===== config.mk =====
export PLATFORM = sky130hd
export DESIGN_NAME = rx_bit_dpll
export DESIGN_NICKNAME = d
export VERILOG_FILES = /design/src/rtl/dpll_pkg.sv /design/src/rtl/dpll_phase_track.sv /design/src/rtl/dpll_lock_mon.sv /design/src/rtl/dpll_tx_timing.sv /design/src/rtl/rx_bit_dpll.sv
export SDC_FILE = /design/constraint.sdc
export NUM_CORES = 1
export LEC_CHECK = 0
export BUFFER_PORTS_ARGS = -buffer_cell sky130_fd_sc_hd__buf_2
export CORE_ASPECT_RATIO = 1.4
export CORE_MARGIN = 3
export CORE_UTILIZATION = 35
export DETAILED_ROUTE_END_ITERATION = 16
export GPL_TIMING_DRIVEN = 0
export PLACE_DENSITY = 0.56
export SLEW_MARGIN = 0
export SYNTH_ARGS = -nofsm -noshare
export SYNTH_HDL_FRONTEND = slang
export SYNTH_SLANG_ARGS = --single-unit

===== constraint.sdc =====
create_clock -name clk -period 4.9 [get_ports clk]
set_clock_uncertainty 0.15 [all_clocks]
set_input_delay 0.735 -clock clk [delete_from_list [all_inputs] [get_ports clk]]
set_output_delay 0.735 -clock clk [all_outputs]
set_load 0.02 [all_outputs]

===== src/rtl/dpll_pkg.sv =====
package dpll_pkg;

    localparam int unsigned NOM_BIT_CYC  = 40;
    localparam int unsigned NOM_SAMPLE   = 20;
    localparam int unsigned NOM_NEAR_WIN = 2;
    localparam int unsigned NOM_DLY_UNIT = 2;

    typedef enum logic [1:0] {
        EDGE_NONE,
        EDGE_ON,
        EDGE_LATE,
        EDGE_EARLY
    } edge_kind_e;

    typedef struct packed {
        edge_kind_e kind;
        logic       near;
    } edge_evt_t;

    function automatic int unsigned dly_of(input logic [1:0] code, input int unsigned unit);
        if (code == 2'd0)
            return 0;
        return unit << (int'(code) - 1);
    endfunction

endpackage


===== src/rtl/dpll_phase_track.sv =====
module dpll_phase_track
    import dpll_pkg::*;
#(
    parameter int unsigned BIT_CYC  = NOM_BIT_CYC,
    parameter int unsigned PH_W     = 6,
    parameter int unsigned NEAR_WIN = NOM_NEAR_WIN
) (
    input  logic            clk,
    input  logic            rst,
    input  logic            rxd_i,
    output logic [PH_W-1:0] ph_o,
    output logic            new_bit_o,
    output edge_evt_t       evt_o
);

    localparam logic [PH_W-1:0] HALF   = PH_W'(BIT_CYC / 2);
    localparam logic [PH_W-1:0] NEAR   = PH_W'(NEAR_WIN);
    localparam logic [PH_W-1:0] FAR_LO = PH_W'(BIT_CYC - NEAR_WIN);

    function automatic logic [PH_W-1:0] wrap_add(input logic [PH_W-1:0] p, input int k);
        int s;
        s = int'(p) + k;
        if (s >= int'(BIT_CYC))
            s = s - int'(BIT_CYC);
        return PH_W'(s);
    endfunction

    logic            d1_q, d2_q;
    logic [PH_W-1:0] ph_q, ph_n;
    logic            nb_q;
    logic            edge_seen;
    edge_evt_t       evt;

    assign edge_seen = d1_q ^ d2_q;

    always_comb begin
        evt.near = edge_seen && ((ph_q <= NEAR) || (ph_q >= FAR_LO));
        if (!edge_seen)
            evt.kind = EDGE_NONE;
        else if (ph_q == '0)
            evt.kind = EDGE_ON;
        else if (ph_q < HALF)
            evt.kind = EDGE_LATE;
        else
            evt.kind = EDGE_EARLY;
    end

    always_comb begin
        case (evt.kind)
            EDGE_LATE:  ph_n = ph_q;
            EDGE_EARLY: ph_n = wrap_add(ph_q, 2);
            default:    ph_n = wrap_add(ph_q, 1);
        endcase
    end

    always_ff @(posedge clk) begin
        if (rst) begin
            d1_q <= 1'b0;
            d2_q <= 1'b0;
            ph_q <= '0;
            nb_q <= 1'b0;
        end else begin
            d1_q <= rxd_i;
            d2_q <= d1_q;
            ph_q <= ph_n;
            nb_q <= (ph_n < ph_q);
        end
    end

    assign ph_o      = ph_q;
    assign new_bit_o = nb_q;
    assign evt_o     = evt;


    ph_step_chk: assert property (@(posedge clk) disable iff (rst)
        1'b1 |=> ((ph_q == wrap_add($past(ph_q), 0)) ||
                  (ph_q == wrap_add($past(ph_q), 1)) ||
                  (ph_q == wrap_add($past(ph_q), 2))));


    ph_range_chk: assert property (@(posedge clk) disable iff (rst)
        ph_q < PH_W'(BIT_CYC));

endmodule


===== src/rtl/dpll_lock_mon.sv =====
module dpll_lock_mon
    import dpll_pkg::*;
#(
    parameter int unsigned GOOD_N = 16,
    parameter int unsigned MISS_N = 8
) (
    input  logic      clk,
    input  logic      rst,
    input  logic      new_bit_i,
    input  edge_evt_t evt_i,
    output logic      lock_o
);

    localparam int unsigned GW = $clog2(GOOD_N + 1);
    localparam int unsigned MW = $clog2(MISS_N + 1);

    logic          hit_q, far_q, lock_q;
    logic [GW-1:0] good_q;
    logic [MW-1:0] miss_q;
    logic          far_now;

    assign far_now = (evt_i.kind != EDGE_NONE) && !evt_i.near;

    always_ff @(posedge clk) begin
        if (rst) begin
            hit_q  <= 1'b0;
            far_q  <= 1'b0;
            lock_q <= 1'b0;
            good_q <= '0;
            miss_q <= '0;
        end else begin
            hit_q <= new_bit_i ? evt_i.near : (hit_q | evt_i.near);
            far_q <= new_bit_i ? far_now    : (far_q | far_now);
            if (new_bit_i) begin
                if (hit_q) begin
                    miss_q <= '0;
                    if (good_q != GW'(GOOD_N))
                        good_q <= good_q + 1'b1;
                    if (good_q >= GW'(GOOD_N - 1))
                        lock_q <= 1'b1;
                end else if (far_q) begin
                    good_q <= '0;
                    if (miss_q != MW'(MISS_N))
                        miss_q <= miss_q + 1'b1;
                    if (miss_q >= MW'(MISS_N - 1))
                        lock_q <= 1'b0;
                end
            end
        end
    end

    assign lock_o = lock_q;


    lock_rise_chk: assert property (@(posedge clk) disable iff (rst)
        $rose(lock_q) |-> ($past(new_bit_i) && $past(good_q) >= GW'(GOOD_N - 1)));


    lock_fall_chk: assert property (@(posedge clk) disable iff (rst)
        $fell(lock_q) |-> ($past(new_bit_i) && $past(miss_q) >= MW'(MISS_N - 1)));

endmodule


===== src/rtl/dpll_tx_timing.sv =====
module dpll_tx_timing
    import dpll_pkg::*;
#(
    parameter int unsigned BIT_CYC  = NOM_BIT_CYC,
    parameter int unsigned DLY_UNIT = NOM_DLY_UNIT,
    parameter int unsigned LAG_BITS = 2
) (
    input  logic       clk,
    input  logic       rst,
    input  logic       new_bit_i,
    input  logic [1:0] sel_i,
    output logic       tx_stb_o
);

    localparam int unsigned CW = $clog2(BIT_CYC + 2);
    localparam int unsigned LW = $clog2(LAG_BITS + 1);
    localparam logic [CW-1:0] CNT_MAX = '1;

    logic [CW-1:0] cnt_q, offs;
    logic [1:0]    code_q, code_eff;
    logic [LW-1:0] seen_q;
    logic          on_q, armed;

    assign code_eff = new_bit_i ? sel_i : code_q;
    assign offs     = new_bit_i ? '0 : cnt_q;
    assign armed    = on_q || (new_bit_i && (seen_q == LW'(LAG_BITS)));
    assign tx_stb_o = armed && (offs == CW'(dly_of(code_eff, DLY_UNIT)));

    always_ff @(posedge clk) begin
        if (rst) begin
            cnt_q  <= CNT_MAX;
            code_q <= 2'd0;
            seen_q <= '0;
            on_q   <= 1'b0;
        end else begin
            code_q <= code_eff;
            if (new_bit_i)
                cnt_q <= CW'(1);
            else if (cnt_q != CNT_MAX)
                cnt_q <= cnt_q + 1'b1;
            if (new_bit_i && seen_q != LW'(LAG_BITS))
                seen_q <= seen_q + 1'b1;
            if (armed)
                on_q <= 1'b1;
        end
    end


    tx_single_chk: assert property (@(posedge clk) disable iff (rst)
        tx_stb_o |=> !tx_stb_o);


    code_hold_chk: assert property (@(posedge clk) disable iff (rst)
        !new_bit_i |=> $stable(code_q));


    tx_arm_chk: assert property (@(posedge clk) disable iff (rst)
        (tx_stb_o && !on_q) |-> new_bit_i);

endmodule


===== src/rtl/rx_bit_dpll.sv =====
module rx_bit_dpll
    import dpll_pkg::*;
#(
    parameter int unsigned BIT_CYC    = NOM_BIT_CYC,
    parameter int unsigned SAMPLE_POS = NOM_SAMPLE,
    parameter int unsigned NEAR_WIN   = NOM_NEAR_WIN,
    parameter int unsigned DLY_UNIT   = NOM_DLY_UNIT,
    parameter int unsigned LAG_BITS   = 2,
    parameter int unsigned GOOD_N     = 16,
    parameter int unsigned MISS_N     = 8,
    localparam int unsigned PH_W      = $clog2(BIT_CYC)
) (
    input  logic            clk,
    input  logic            rst,
    input  logic            rxd_i,
    input  logic [1:0]      dly_sel_i,
    output logic            rx_stb_o,
    output logic            tx_stb_o,
    output logic            lock_o,
    output logic [PH_W-1:0] phase_o
);

    logic            new_bit;
    logic [PH_W-1:0] ph;
    edge_evt_t       evt;

    dpll_phase_track #(
        .BIT_CYC (BIT_CYC),
        .PH_W    (PH_W),
        .NEAR_WIN(NEAR_WIN)
    ) u_track (
        .clk      (clk),
        .rst      (rst),
        .rxd_i    (rxd_i),
        .ph_o     (ph),
        .new_bit_o(new_bit),
        .evt_o    (evt)
    );

    dpll_lock_mon #(
        .GOOD_N(GOOD_N),
        .MISS_N(MISS_N)
    ) u_lock (
        .clk      (clk),
        .rst      (rst),
        .new_bit_i(new_bit),
        .evt_i    (evt),
        .lock_o   (lock_o)
    );

    dpll_tx_timing #(
        .BIT_CYC (BIT_CYC),
        .DLY_UNIT(DLY_UNIT),
        .LAG_BITS(LAG_BITS)
    ) u_tx (
        .clk      (clk),
        .rst      (rst),
        .new_bit_i(new_bit),
        .sel_i    (dly_sel_i),
        .tx_stb_o (tx_stb_o)
    );

    assign rx_stb_o = (ph == PH_W'(SAMPLE_POS));
    assign phase_o  = ph;


    rx_pulse_chk: assert property (@(posedge clk) disable iff (rst)
        rx_stb_o |=> !rx_stb_o);


    tx_vs_rx_chk: assert property (@(posedge clk) disable iff (rst)
        (tx_stb_o && rx_stb_o) |-> 1'b0);

endmodule


Word-level counts from Yosys, hierarchy flattened
Cells that the tools add are included.
Widths: inputs -> output; s select.
{"block": "totals", "ramBits": 0, "output_inout_bits": 9, "wordCells": 89, "latch_bits": 0, "register_bits": 32, "romBits": 0, "n_memories": 0, "in_bits": 5}
{"block": "classes", "mul": 0, "shift": 1, "n_div": 0, "n_reduce_logical": 19, "muxes": 24, "order_cmp": 8, "addsub": 9, "eq_ne": 11, "n_bitwise": 3}
{"cell": "$mux 6", "count": 6}
{"cell": "$shl 2x32->6 const A", "count": 1}
{"cell": "$mux 5", "count": 3}
{"cell": "$ge 7x6->1 const B", "count": 2}
{"cell": "$mux 4", "count": 3}
{"cell": "$pmux 6 s2", "count": 1}
{"cell": "$sub 6x6->6 const B", "count": 2}
{"cell": "$reduce_bool 2->1", "count": 5}
{"cell": "$mux 1", "count": 8}
{"cell": "$add 6x1->7 const B", "count": 1}
{"cell": "$add 6x2->7 const B", "count": 1}
{"cell": "$add 6x1->6 const B", "count": 1}
{"cell": "$eq 2x2->1 const B", "count": 3}
{"cell": "$eq 6x5->1 const B", "count": 1}
{"cell": "$eq 6x6->1", "count": 1}
{"cell": "$ge 6x6->1 const B", "count": 1}
{"cell": "$le 6x2->1 const B", "count": 1}
{"cell": "$logic_not 6->1", "count": 1}
{"cell": "$lt 6x5->1 const B", "count": 1}
{"cell": "$lt 6x6->1", "count": 1}
{"cell": "$mux 2", "count": 3}
{"cell": "$ne 2x2->1 const B", "count": 3}
{"cell": "$ne 6x6->1 const B", "count": 1}
{"cell": "$reduce_and 3->1", "count": 2}
{"cell": "other kinds (16)", "count": 22}

Depth between registers and ports, before layout
{"block": "logic_depth", "depth_word": 8, "depth_mapped": 14, "ltp_nobuf": 13}

Hierarchy
From an unflattened synthesis, not the netlist that was laid out.
{"block": "hier_totals", "cells_unflattened": 282, "hier_area_um2": 2428.6}
{"module": "dpll_phase_track", "seq_area_each_um2": 180.2, "area_per_inst_um2": 1154.9, "cells_per_inst": 140, "n_inst": 1}
{"module": "dpll_lock_mon", "seq_area_each_um2": 240.2, "area_per_inst_um2": 679.4, "cells_per_inst": 79, "n_inst": 1}
{"module": "dpll_tx_timing", "seq_area_each_um2": 220.2, "area_per_inst_um2": 573.0, "cells_per_inst": 61, "n_inst": 1}
{"module": "rx_bit_dpll", "seq_area_each_um2": 0.0, "area_per_inst_um2": 21.3, "cells_per_inst": 2, "n_inst": 1}

Worst setup path after synthesis
No wires, ideal clock.
{"block": "synth_path", "path_type": "flip-flop to flip-flop", "from": "register u_track.ph_q[1], in the netlist u_track.ph_o[1]", "to": "register u_track.nb_q, in the netlist u_track.new_bit_o", "setup_time_ns": 0.091, "path_stages_with_launch": 15, "n_path_buf": 1, "synth_period_minus_slack_ns": 3.399, "slack_ns": 1.501, "t_arrival_ns": 3.158, "path_cell_list": "dfxtp_1 ha_1 buf_2 nand2_1 xnor2_1 ha_1 and4_1 a221o_1 nor3_1 o221a_1 nor2_1 ha_1 a2111oi_0 o21ai_0 a311oi_1"}
{"block": "synth_via", "elab_chain_cells": 7}
{"item": "from (decl)", "line_no": "dpll_phase_track.sv:29", "source": "logic [PH_W-1:0] ph_q, ph_n;"}
{"item": "from (signal assigned)", "line_no": "dpll_phase_track.sv:65", "source": "ph_q <= ph_n;"}
{"item": "parallel branches: the longest is 5 deep, another holds $add 6x1->7"}
{"item": "$pmux 6 s2 (*)", "line_no": "dpll_phase_track.sv:49", "source": "case (evt.kind)"}
{"item": "net u_track.ph_n[4]", "line_no": "dpll_phase_track.sv:29"}
{"item": "$lt 6x6->1 (*)", "line_no": "dpll_phase_track.sv:66", "source": "nb_q <= (ph_n < ph_q);"}
{"item": "to (signal assigned)", "line_no": "dpll_phase_track.sv:66"}
{"item": "to (decl)", "line_no": "dpll_phase_track.sv:30", "source": "logic nb_q;"}
Mark *: on every way through the listed nets, which the timed path passes.
A chain may end at the register's enable or synchronous reset.

Worst setup path after layout
Ends and elaborated chain as after synthesis.

==> impl_metrics.py <==
metrics = {
    "sta": {
        "worstMarginPinSlew_ns": 0.651,
        "maxClockFrequency_mhz": 263,
        "unrepaired_setup_endpoints_after_global_routing": "no",
        "final_max_slew_viol_count": 0,
        "final_min_period_over_clock_period": 0.775,
        "final_period_minus_worst_setup_slack_ns": 3.80,
        "relSlewSlack": 0.564,
        "timing.final.setup_violations": 0,
        "timing.final.hold_violations": 0,
        "whs_ns": 0.331,
        "setup_total_neg_slack_ns": 0,
    },
    "finish": {
        "area_delta_synth_final_pct": 12.4,
        "finish.net_count": 317,
        "layout.cells.most_common": "sky130_fd_sc_hd__dfxtp_1",
        "layout-drive-gt1-share": 0.119,
        "multiInputGateArea_um2": 1400,
        "register_area_um2": 641,
        "fillCellCount": 615,
        "mostFrequentLayoutCells": "sky130_fd_sc_hd__dfxtp_1 (32), sky130_fd_sc_hd__nor2_1 (30), sky130_fd_sc_hd__a21oi_1 (21), sky130_fd_sc_hd__ha_1 (19), sky130_fd_sc_hd__inv_1 (18)",
        "n_antenna_cell": 0,
    },
    "die": {
        "initial_cell_density_of_the_core": 0.368,
        "floorplan.die_area_um2": 7300,
        "num_rows": 33,
        "floorplan.die.width_um": 73.1,
        "core-area_um2": 5990,
        "io_pins": 14,
        "chipHeight_um": 99.9,
    },
    "global_routing": {
        "use_met3": 0.0291,
        "globalRoute.totalOverflow": 0,
        "global_route.usage.total": 0.152,
        "first_global_vias": 1946,
        "antenna_found_initial": 0,
        "grt.busiest_layer": "met2",
        "globalRouteMet1Util": 0.177,
        "first_pass_grt_wire_length_mm": 8.89,
        "pin_count_of_the_biggest_net_entering_global_routing": 11,
        "groute.layer.met2.usage": 0.267,
    },
    "setup_path": {
        "worstSetupEndpointType": "flip-flop",
        "worstPathRequired_ns": 4.93,
        "critical_path_peak_fanout": 10,
        "critical_path_class": "flip-flop to flip-flop",
        "reg2reg_setup_slack_ns": 1.10,
        "cp_cell_sequence": "ha_1, buf_2, nand2_1, xnor2_1, ha_1, and4_1, a221o_1, nor3_1, o221a_1, nor2_1, ha_1, a2111oi_0, o21ai_0, a311oi_1",
        "crit_slowest_cell": "sky130_fd_sc_hd__dfxtp_1",
        "cpPeakStageDelay_ns": 0.49,
        "worstPathArrival_ns": 3.83,
        "crit_path_frequent_cell": "sky130_fd_sc_hd__ha_1",
        "start_kind": "flip-flop",
    },
    "clock_tree": {
        "cts_tree": "done",
        "ctsLongestPathBuffers": 2,
        "clkLatencyLatePin_ns": 0.28,
        "cts.root.buffer_cell": "sky130_fd_sc_hd__clkbuf_8",
        "cts_setup_buffers": 0,
        "cts.htree.levels": 2,
        "cts.hold.buffers_added": 0,
        "cts_num_sinks": 32,
        "post_cts_resize_count": 0,
        "clkSlewWorstSetupHoldPaths_ns": 0.07,
        "cts-buffers-inserted": 5,
    },
    "logic_synthesis": {
        "avgSynthCellArea_um2": 8.05,
        "synth-edff-count": 0,
        "synth_area_um2": 2210,
        "async_flop_share": 0,
        "yosys_warnings": 0,
        "synthFlopType": "sky130_fd_sc_hd__dfxtp_1",
        "ys_seq_elements": 32,
        "synth_nets": 298,
        "post_synth_cell_types": 58,
        "postSynthCellCount": 274,
        "seq_area_frac_synth": 0.290,
    },
    "placed_design": {
        "port_buffers": 12,
        "dp.final_hpwl_mm": 3.78,
        "gp_routability_congestion": 0.805,
    },
    "outcome": {
        "status": "finished clean",
    },
    "route": {
        "route.detailed.vias_per_inst": 5.48,
        "finalWirelength_mm": 5.12,
        "vias": 1994,
        "drt_pass1_iterations": 4,
        "postRouteAntennaNets": 0,
        "post-route-drc-count": 0,
        "dr.first_iter.drc_count": 106,
        "post_drt_wl_per_cell_um": 14.1,
    },
    "flow_run": {
        "drv.max_cap_violation_count": 0,
    },
    "pwr": {
        "power_leakage_nw": 0.981,
        "vdd.ir_drop.worst_uv": 242,
        "powerDensity_nw_per_um2": 596,
    },
    "hold_path": {
        "worst_hold_path_type": "flip-flop to flip-flop",
    },
}
==> sequential cells by signal (all words and copies together), names as in the netlist, 2 cells and up <==
signal,flops
u_lock.good_q,5
u_lock.miss_q,4
u_track.ph_o,6
u_tx.cnt_q,6
u_tx.code_q,2
u_tx.seen_q,2
==> power breakdown <==
group          switching [mW]  total [mW]  internal (mW)
combinational           0.459       0.799          0.340
clock                  0.0982       0.278          0.179
sequential             0.0731       0.400          0.327
total                   0.630        1.48          0.847
==> metrics by stage <==
stage,utilization,power [mW],setup WS [ns],cells,instance area (um^2)
after floorplan,-,1.02,1.50,274,2210
after global placement,0.393,1.20,1.15,356,2350
after detailed placement,0.393,1.21,1.18,356,2350
after CTS,0.414,1.49,1.15,364,2480
after global routing,0.414,1.61,0.870,364,2480
final,0.414,1.48,1.10,364,2480
==> final cells by class <==
cell class | count | share of cell area
well taps | 70 | 0.0353
flip-flops and latches | 32 | 0.258
inverters | 18 | 0.0272
repair buffers | 12 | 0.0242
clock buffers | 7 | 0.0388
clock inverters | 1 | 0.0121
multi-input cells | 208 | 0.565
plain buffers | 16 | 0.0388
==> kinds of logic after synthesis <==
group / count (synthesis) / synth area share
DFF: 32 / 0.290
and+or+nand+nor: 97 / 0.226
muxes: 6 / 0.0272
adders and majority gates: 19 / 0.108
AOI/OAI and AO/OA: 77 / 0.239
xor gates and xnor gates: 9 / 0.0357
buffers and inverters: 34 / 0.0743
==> critical path: cells and delay by family, from the launching register on <==
kind	cells	cell delay, ns
AO/OA/AOI/OAI	5	1.33
XOR/XNOR	1	0.20
adder cells (fa/ha/maj)	3	0.70
buffers and inverters	1	0.21
flip-flops	1	0.49
AND/OR/NAND/NOR	4	0.63
==> synthesized netlist by cell type, types with 2 or more instances <==
master	instances	area, um^2
sky130_fd_sc_hd__a2111oi_0	2	17.5
sky130_fd_sc_hd__a211oi_1	8	60.1
sky130_fd_sc_hd__a21o_1	4	30.0
sky130_fd_sc_hd__a21oi_1	21	105
sky130_fd_sc_hd__a221oi_1	2	17.5
sky130_fd_sc_hd__a22oi_1	3	22.5
sky130_fd_sc_hd__a31oi_1	2	12.5
sky130_fd_sc_hd__and3_1	3	18.8
sky130_fd_sc_hd__and4_1	2	17.5
sky130_fd_sc_hd__buf_2	2	10.0
sky130_fd_sc_hd__buf_4	3	22.5
sky130_fd_sc_hd__buf_6	3	33.8
sky130_fd_sc_hd__clkbuf_1	7	26.3
sky130_fd_sc_hd__dfxtp_1	32	641
sky130_fd_sc_hd__ha_1	19	238
sky130_fd_sc_hd__inv_1	18	67.6
sky130_fd_sc_hd__mux2i_1	6	60.1
sky130_fd_sc_hd__nand2_1	15	56.3
sky130_fd_sc_hd__nand2b_1	5	31.3
sky130_fd_sc_hd__nand3_1	11	55.1
sky130_fd_sc_hd__nand3b_1	3	22.5
sky130_fd_sc_hd__nand4_1	2	12.5
sky130_fd_sc_hd__nor2_1	30	113
sky130_fd_sc_hd__nor2b_1	5	31.3
sky130_fd_sc_hd__nor3_1	7	35.0
sky130_fd_sc_hd__nor3_2	2	20.0
sky130_fd_sc_hd__nor3b_1	2	15.0
sky130_fd_sc_hd__o211ai_1	2	15.0
sky130_fd_sc_hd__o21ai_0	14	70.1
sky130_fd_sc_hd__o311ai_0	2	17.5
sky130_fd_sc_hd__or3_1	3	18.8
sky130_fd_sc_hd__xnor2_1	8	70.1
==> worst paths after layout <==
check                  start  cells after the start           endpoint
max          u_track.ph_o[1]                     14  u_track.new_bit_o
min             u_track.d1_q                      1       u_track.d2_q
max reg2reg  u_track.ph_o[1]                     14  u_track.new_bit_o
min reg2reg     u_track.d1_q                      1       u_track.d2_q
==> metal layers <==
| metal | up-vias | share of wire |
|---|---|---|
| li1 | 1021 | - |
| met1 | 933 | 0.44 |
| met2 | 28 | 0.50 |
| met3 | 12 | 0.025 |
| met4 | 0 | 0.028 |
| met5 | - | 0 |
(Power assumes the default switching activity.)
